**src/rtl/bbs_pkg.sv**
```systemverilog
package bbs_pkg;

  // Trigger source selection
  typedef enum logic {
    SRC_INTERNAL = 1'b0,
    SRC_EXTERNAL = 1'b1
  } trig_src_e;

  // Chain index (0-based, index 0 = stage 1) feeding strobe k.
  // Strobe k serves hold stage k+1; the last hold stage takes the
  // earliest even stage so the row updates from last to first.
  function automatic int unsigned tap_of(input int unsigned k,
                                         input int unsigned n_hold);
    return 2 * (n_hold - k) - 1;
  endfunction

endpackage

```
**src/rtl/bbs_tick_div.sv**
```systemverilog
module bbs_tick_div #(
  parameter int unsigned TICK_DIV = 100000
) (
  input  logic clk,
  input  logic rst,
  input  logic en,
  output logic tick
);
  localparam int unsigned CW = (TICK_DIV > 1) ? $clog2(TICK_DIV) : 1;
  localparam logic [CW-1:0] LAST = CW'(TICK_DIV - 1);

  logic [CW-1:0] cnt;

  always_ff @(posedge clk) begin
    if (rst) begin
      cnt  <= '0;
      tick <= 1'b0;
    end else if (en) begin
      if (cnt == LAST) begin
        cnt  <= '0;
        tick <= 1'b1;
      end else begin
        cnt  <= cnt + 1'b1;
        tick <= 1'b0;
      end
    end else begin
      tick <= 1'b0;
    end
  end
endmodule

```
**src/rtl/bbs_rate_gen.sv**
```systemverilog
module bbs_rate_gen #(
  parameter int unsigned RATE_W = 16
) (
  input  logic              clk,
  input  logic              rst,
  input  logic              hold_clr,
  input  logic              tick,
  input  logic [RATE_W-1:0] period,
  output logic              pulse
);
  logic [RATE_W-1:0] cnt;
  logic [RATE_W-1:0] last;

  // A period of zero behaves as one tick
  always_comb begin
    if (period == '0) last = '0;
    else              last = period - 1'b1;
  end

  always_ff @(posedge clk) begin
    if (rst || hold_clr) begin
      cnt   <= '0;
      pulse <= 1'b0;
    end else if (tick) begin
      if (cnt >= last) begin
        cnt   <= '0;
        pulse <= 1'b1;
      end else begin
        cnt   <= cnt + 1'b1;
        pulse <= 1'b0;
      end
    end else begin
      pulse <= 1'b0;
    end
  end
endmodule

```
**src/rtl/bbs_trig_cond.sv**
```systemverilog
module bbs_trig_cond #(
  parameter int unsigned SYNC_STAGES = 2
) (
  input  logic clk,
  input  logic rst,
  input  logic ext_in,
  input  logic sel_ext,
  input  logic int_pulse,
  output logic ext_edge,
  output logic trig
);
  localparam int unsigned SW = SYNC_STAGES + 1;

  // sync[0..SYNC_STAGES-1] form the synchronizer; the extra flop
  // holds the previous synchronized level for edge detection.
  logic [SW-1:0] sync;

  always_ff @(posedge clk) begin
    if (rst) sync <= '0;
    else     sync <= {sync[SW-2:0], ext_in};
  end

  assign ext_edge = sync[SW-2] & ~sync[SW-1];

  always_ff @(posedge clk) begin
    if (rst) trig <= 1'b0;
    else     trig <= sel_ext ? ext_edge : int_pulse;
  end
endmodule

```
**src/rtl/bbs_token_chain.sv**
```systemverilog
module bbs_token_chain #(
  parameter int unsigned N_HOLD = 4
) (
  input  logic              clk,
  input  logic              rst,
  input  logic              tick,
  input  logic              trig,
  output logic              pending,
  output logic [N_HOLD-1:0] strobe,
  output logic              busy
);
  import bbs_pkg::*;

  localparam int unsigned CHAIN = 2 * N_HOLD;

  logic [CHAIN-1:0] stage;

  assign busy = pending | (|stage);

  // Pending-token latch: set by an accepted trigger, cleared by the
  // tick that carries the token into stage 1.
  always_ff @(posedge clk) begin
    if (rst)                 pending <= 1'b0;
    else if (tick && pending) pending <= 1'b0;
    else if (trig && !busy)  pending <= 1'b1;
  end

  always_ff @(posedge clk) begin
    if (rst)       stage <= '0;
    else if (tick) stage <= {stage[CHAIN-2:0], pending};
  end

  for (genvar k = 0; k < N_HOLD; k++) begin : g_tap
    assign strobe[k] = stage[tap_of(k, N_HOLD)];
  end
endmodule

```
**src/rtl/bb_strobe_seq.sv**
```systemverilog
module bb_strobe_seq #(
  parameter int unsigned TICK_DIV    = 100000,
  parameter int unsigned RATE_W      = 16,
  parameter int unsigned N_HOLD      = 4,
  parameter int unsigned SYNC_STAGES = 2
) (
  input  logic              clk,
  input  logic              rst,
  input  logic              tick_en,
  input  logic              ext_trig,
  input  logic              use_ext,
  input  logic [RATE_W-1:0] rate_ticks,
  output logic [N_HOLD-1:0] strobe,
  output logic              busy
);
  import bbs_pkg::*;

  logic      tick;
  logic      int_pulse;
  logic      ext_edge;
  logic      trig;
  logic      pending;
  trig_src_e src;

  assign src = trig_src_e'(use_ext);

  bbs_tick_div #(.TICK_DIV(TICK_DIV)) u_div (
    .clk (clk),
    .rst (rst),
    .en  (tick_en),
    .tick(tick)
  );

  bbs_rate_gen #(.RATE_W(RATE_W)) u_rate (
    .clk     (clk),
    .rst     (rst),
    .hold_clr(src == SRC_EXTERNAL),
    .tick    (tick),
    .period  (rate_ticks),
    .pulse   (int_pulse)
  );

  bbs_trig_cond #(.SYNC_STAGES(SYNC_STAGES)) u_trig (
    .clk      (clk),
    .rst      (rst),
    .ext_in   (ext_trig),
    .sel_ext  (src == SRC_EXTERNAL),
    .int_pulse(int_pulse),
    .ext_edge (ext_edge),
    .trig     (trig)
  );

  bbs_token_chain #(.N_HOLD(N_HOLD)) u_chain (
    .clk    (clk),
    .rst    (rst),
    .tick   (tick),
    .trig   (trig),
    .pending(pending),
    .strobe (strobe),
    .busy   (busy)
  );
endmodule

```
**config.mk**
```make
export PLATFORM = sky130hd
export DESIGN_NAME = bb_strobe_seq
export DESIGN_NICKNAME = d
export VERILOG_FILES = /design/src/rtl/bbs_pkg.sv /design/src/rtl/bbs_tick_div.sv /design/src/rtl/bbs_rate_gen.sv /design/src/rtl/bbs_trig_cond.sv /design/src/rtl/bbs_token_chain.sv /design/src/rtl/bb_strobe_seq.sv
export SDC_FILE = /design/constraint.sdc
export NUM_CORES = 1
export LEC_CHECK = 0
export BUFFER_PORTS_ARGS = -buffer_cell sky130_fd_sc_hd__buf_2
export CELL_PAD_IN_SITES_DETAIL_PLACEMENT = 0
export CELL_PAD_IN_SITES_GLOBAL_PLACEMENT = 1
export CORE_AREA = 2 2 65 97
export DETAILED_ROUTE_END_ITERATION = 10
export DIE_AREA = 0 0 67 99
export GPL_ROUTABILITY_DRIVEN = 0
export PLACE_DENSITY_LB_ADDON = 0.1
export SYNTH_ARGS = -nofsm -noshare
export SYNTH_HDL_FRONTEND = slang
export SYNTH_SLANG_ARGS = --single-unit
```
**constraint.sdc**
```tcl
create_clock -name clk -period 8.4 [get_ports clk]
set_input_delay 1.26 -clock clk [delete_from_list [all_inputs] [get_ports clk]]
set_output_delay 1.26 -clock clk [all_outputs]
set_load 0.05 [all_outputs]
```
==> results.toml <==
[cts]
post-cts-setup-buffers = 0
clock_latency_ns = 0.31
cts_hold_buf = 0
clkTransAtPathRegs_ns = 0.10
cts.sinks = 48
cts.repair.resized = 0
cts_root_buf = "clkbuf_8"
cts_tree = "built"
cts_max_level = 2
clockBufferDepth = 2
numCtsBuffers = 5

[yosys]
synth.distinct_cells = 41
syn_area_um2 = 2700
syn_inst = 321
ys.flop_type = "dfxtp_1"
async_flop_share_pct = 0
yosys-top-cells-area = "dfxtp_1 (36%), ha_1 (9.3%), nor2_1 (7.9%), xor2_1 (6.8%), xnor2_1 (6.5%)"
syn_area_per_cell_um2 = 8.42
ys_warn_count = 0
yosys.area.top_type_share_pct = 35.6
synth_seq_area_share_pct = 35.6
synth_fp_nets = 362
yosys.area.top_type = "dfxtp_1"
synth-seq-cells = 48
synth-edff-count = 0

[floorplanning]
die_h_um = 99
die_w_um = 67
io_pins = 26
initial_utilization_pct = 46.7
core_area_um2 = 5790
num_rows = 34
die_area_um2 = 6630

[finish]
design_area_um2 = 2990
area_growth_pct = 10.7
nFillCells = 626
post_route_cells_drive_above_1_share_pct = 13.4
nets = 383
num_antenna_cells = 0
utilization_pct = 51.7

[setup_path]
rrSetupSlack_ns = 6.27
cpPeakStageDelay_ns = 0.56
crit_chain = "buf_2 -> or4_4 -> or4_4 -> nor3_2 -> xor2_1 -> nand2_1 -> ha_1 -> nand4_1 -> nor3_1 -> o2111ai_1 -> a31oi_1 -> buf_4 -> nor2_1"
end_kind = "flop"
required_ns = 8.61
r2r_cells = 6
crit_top_cell = "or4_4"
crit_buf_inv = 2
crit_family = "simple AND/OR/NAND/NOR gates"
worst-path-stages = 13
endpoint = "u_rate.cnt[2]$_SDFFE_PP0P_"
arrival_ns = 4.26
r2r-end = "u_div.cnt[8]$_SDFFE_PP0P_"
crit_start = "rate_ticks[6]"
r2r-start = "u_div.cnt[0]$_SDFFE_PP0P_"
path_max_fanout = 15
worstSetupStartpointType = "input pin"
crit_type = "in -> reg"
crit_slowest_cell = "or4_4"

[global_route]
first_global_vias = 2046
grt_pass1_wl_um = 8910
antenna_found_initial = 0
grt_usage_pct = 17.4
grt_max_degree = 19
grt_overflow_total = 0

[power_and_ir_drop]
sw_frac_of_total_pct = 21.7
power_switching_mw = 0.101
combPwrFrac_pct = 6.9
clockPowerShare_pct = 43.4
power.density_nw_per_um2 = 155
ir_worst_vdd_mv = 0.133
p_seq_share_pct = 49.7
internal_power_mw = 0.363
finalPower_mw = 0.463
leakage_nw = 1.21

[routing]
drc = 0
vias_per_cell = 5.09
wirelength_um = 5200
ant_nets = 0
drt_first_iter_violations = 56
vias = 2113
dr.pass1.iters = 4
wl_per_cell_um = 12.5

[placement]
hpwl_um = 4050
port_buffers = 25
placed_area_um2 = 2850

[timing]
rsz0062_at_grt = "no"
fin_setup_tns_ns = 0
min_period_ns = 4.05
timing.hold.ws_ns = 0.446
hold_violations = 0
skew_ns = 0.0134
max_freq_mhz = 247
worst_slew_pin_slew_ns = 0.720
setup_viol = 0
slew_violations = 0
slew_headroom_pct = 52.0
fin_crit_sh_pct = 48.3

[outcome]
status = "finished clean"

[job]
maxCapViolCount = 0

[hold_path]
hp-class = "reg -> reg"
hp-start = "u_trig.sync[0]$_SDFF_PP0_"
## registers in the layout, summed over array words and instances, names as in the netlist
name             flops
u_chain.pending      1
u_chain.stage        8
u_div.cnt           17
u_div.tick           1
u_rate.cnt          16
u_rate.pulse         1
u_trig.sync          3
u_trig.trig          1
## synthesized netlist by cell type (2+ instances only)
master / n
a21oi_1: 8
and3_1: 4
and4_1: 4
buf_2: 2
buf_4: 4
clkbuf_1: 4
dfxtp_1: 48
ha_1: 20
inv_1: 6
mux2i_1: 11
nand2_1: 35
nand2_2: 4
nand2b_1: 5
nand3_1: 10
nand3b_1: 2
nand4_1: 11
nor2_1: 57
nor2b_1: 5
nor3_1: 11
nor4_1: 5
o21ai_0: 4
or3_2: 2
or4_4: 2
xnor2_1: 20
xor2_1: 21
## worst register-to-register path: cells and delay by family (launching register included)
kind | cells | cell delay [ns]
simple gates | 5 | 1.44
flops | 1 | 0.39
fa+ha+maj | 1 | 0.18
## power by group through the flow
stage	sequential (mW)	combinational [mW]	clock, mW
2_1_floorplan	0.235	0.0201	0
3_3_place_gp	0.236	0.0322	0
3_5_place_dp	0.236	0.0325	0
4_1_cts	0.230	0.0327	0.208
5_1_grt	0.231	0.0368	0.217
6_report	0.230	0.0320	0.201
## logic make-up after synthesis
group                      synth area share (%)
and+or+nand+nor                            30.0
AOI/OAI and AO/OA                          4.35
adders and majority gates                  9.26
xor gates and xnor gates                   13.3
DFF                                        35.6
muxes                                      4.08
buffers and inverters                      3.43
## cells in the final DEF, fill, tap and decap left out, types with 2 or more instances in the layout
master / synthesis / layout
nand2_1: 35 / 35
nor4_1: 5 / 5
a21oi_1: 8 / 8
o21ai_0: 4 / 4
nand3b_1: 2 / 2
nor3_1: 11 / 11
and4_1: 4 / 4
nand3_1: 10 / 10
mux2i_1: 11 / 11
inv_1: 6 / 6
dfxtp_1: 48 / 48
ha_1: 20 / 20
xor2_1: 21 / 21
xnor2_1: 20 / 20
clkbuf_8: 0 / 5
or4_4: 2 / 2
bufinv_16: 0 / 2
and3_1: 4 / 4
nand4_1: 11 / 11
or3_2: 2 / 2
nand2_2: 4 / 4
buf_2: 2 / 25
nor2b_1: 5 / 5
nand2b_1: 5 / 5
nor2_1: 57 / 57
## metrics by stage
stage	instances	setup slack, ns
floorplan	321	4.16
global placement	407	4.08
detailed placement	407	3.99
CTS	415	4.33
global route	415	4.09
finish	415	4.35
## worst min-delay path by stage
| stage | endpoint | slack, ns | depth (start not counted) |
|---|---|---|---|
| after floorplan | u_trig.sync[1]$_SDFF_PP0_ | 0.41 | 1 |
| after global placement | u_trig.sync[1]$_SDFF_PP0_ | 0.42 | 1 |
| after detailed placement | u_trig.sync[1]$_SDFF_PP0_ | 0.43 | 1 |
| after CTS | u_trig.sync[1]$_SDFF_PP0_ | 0.45 | 1 |
| after global routing | u_trig.sync[1]$_SDFF_PP0_ | 0.46 | 1 |
| final | u_trig.sync[1]$_SDFF_PP0_ | 0.45 | 1 |
## final cells by class
class	count	area, um^2	area share, %
Multi-Input combinational cell	255	1650	55.1
Sequential cell	48	961	32.1
Timing Repair Buffer	26	133	4.43
Tap cell	72	90.1	3.01
Clock buffer	5	68.8	2.30
Clock inverter	3	68.8	2.30
Inverter	6	22.5	0.753
## metal layers
layer	vias up	track usage, %	share of wire (%)
met4	0	6.12	1.7
met2	16	32.3	54
met5	-	0	0
met3	6	3.08	1.7
li1	1129	-	-
met1	962	19.0	42
Power figures use the tool's default switching activity.
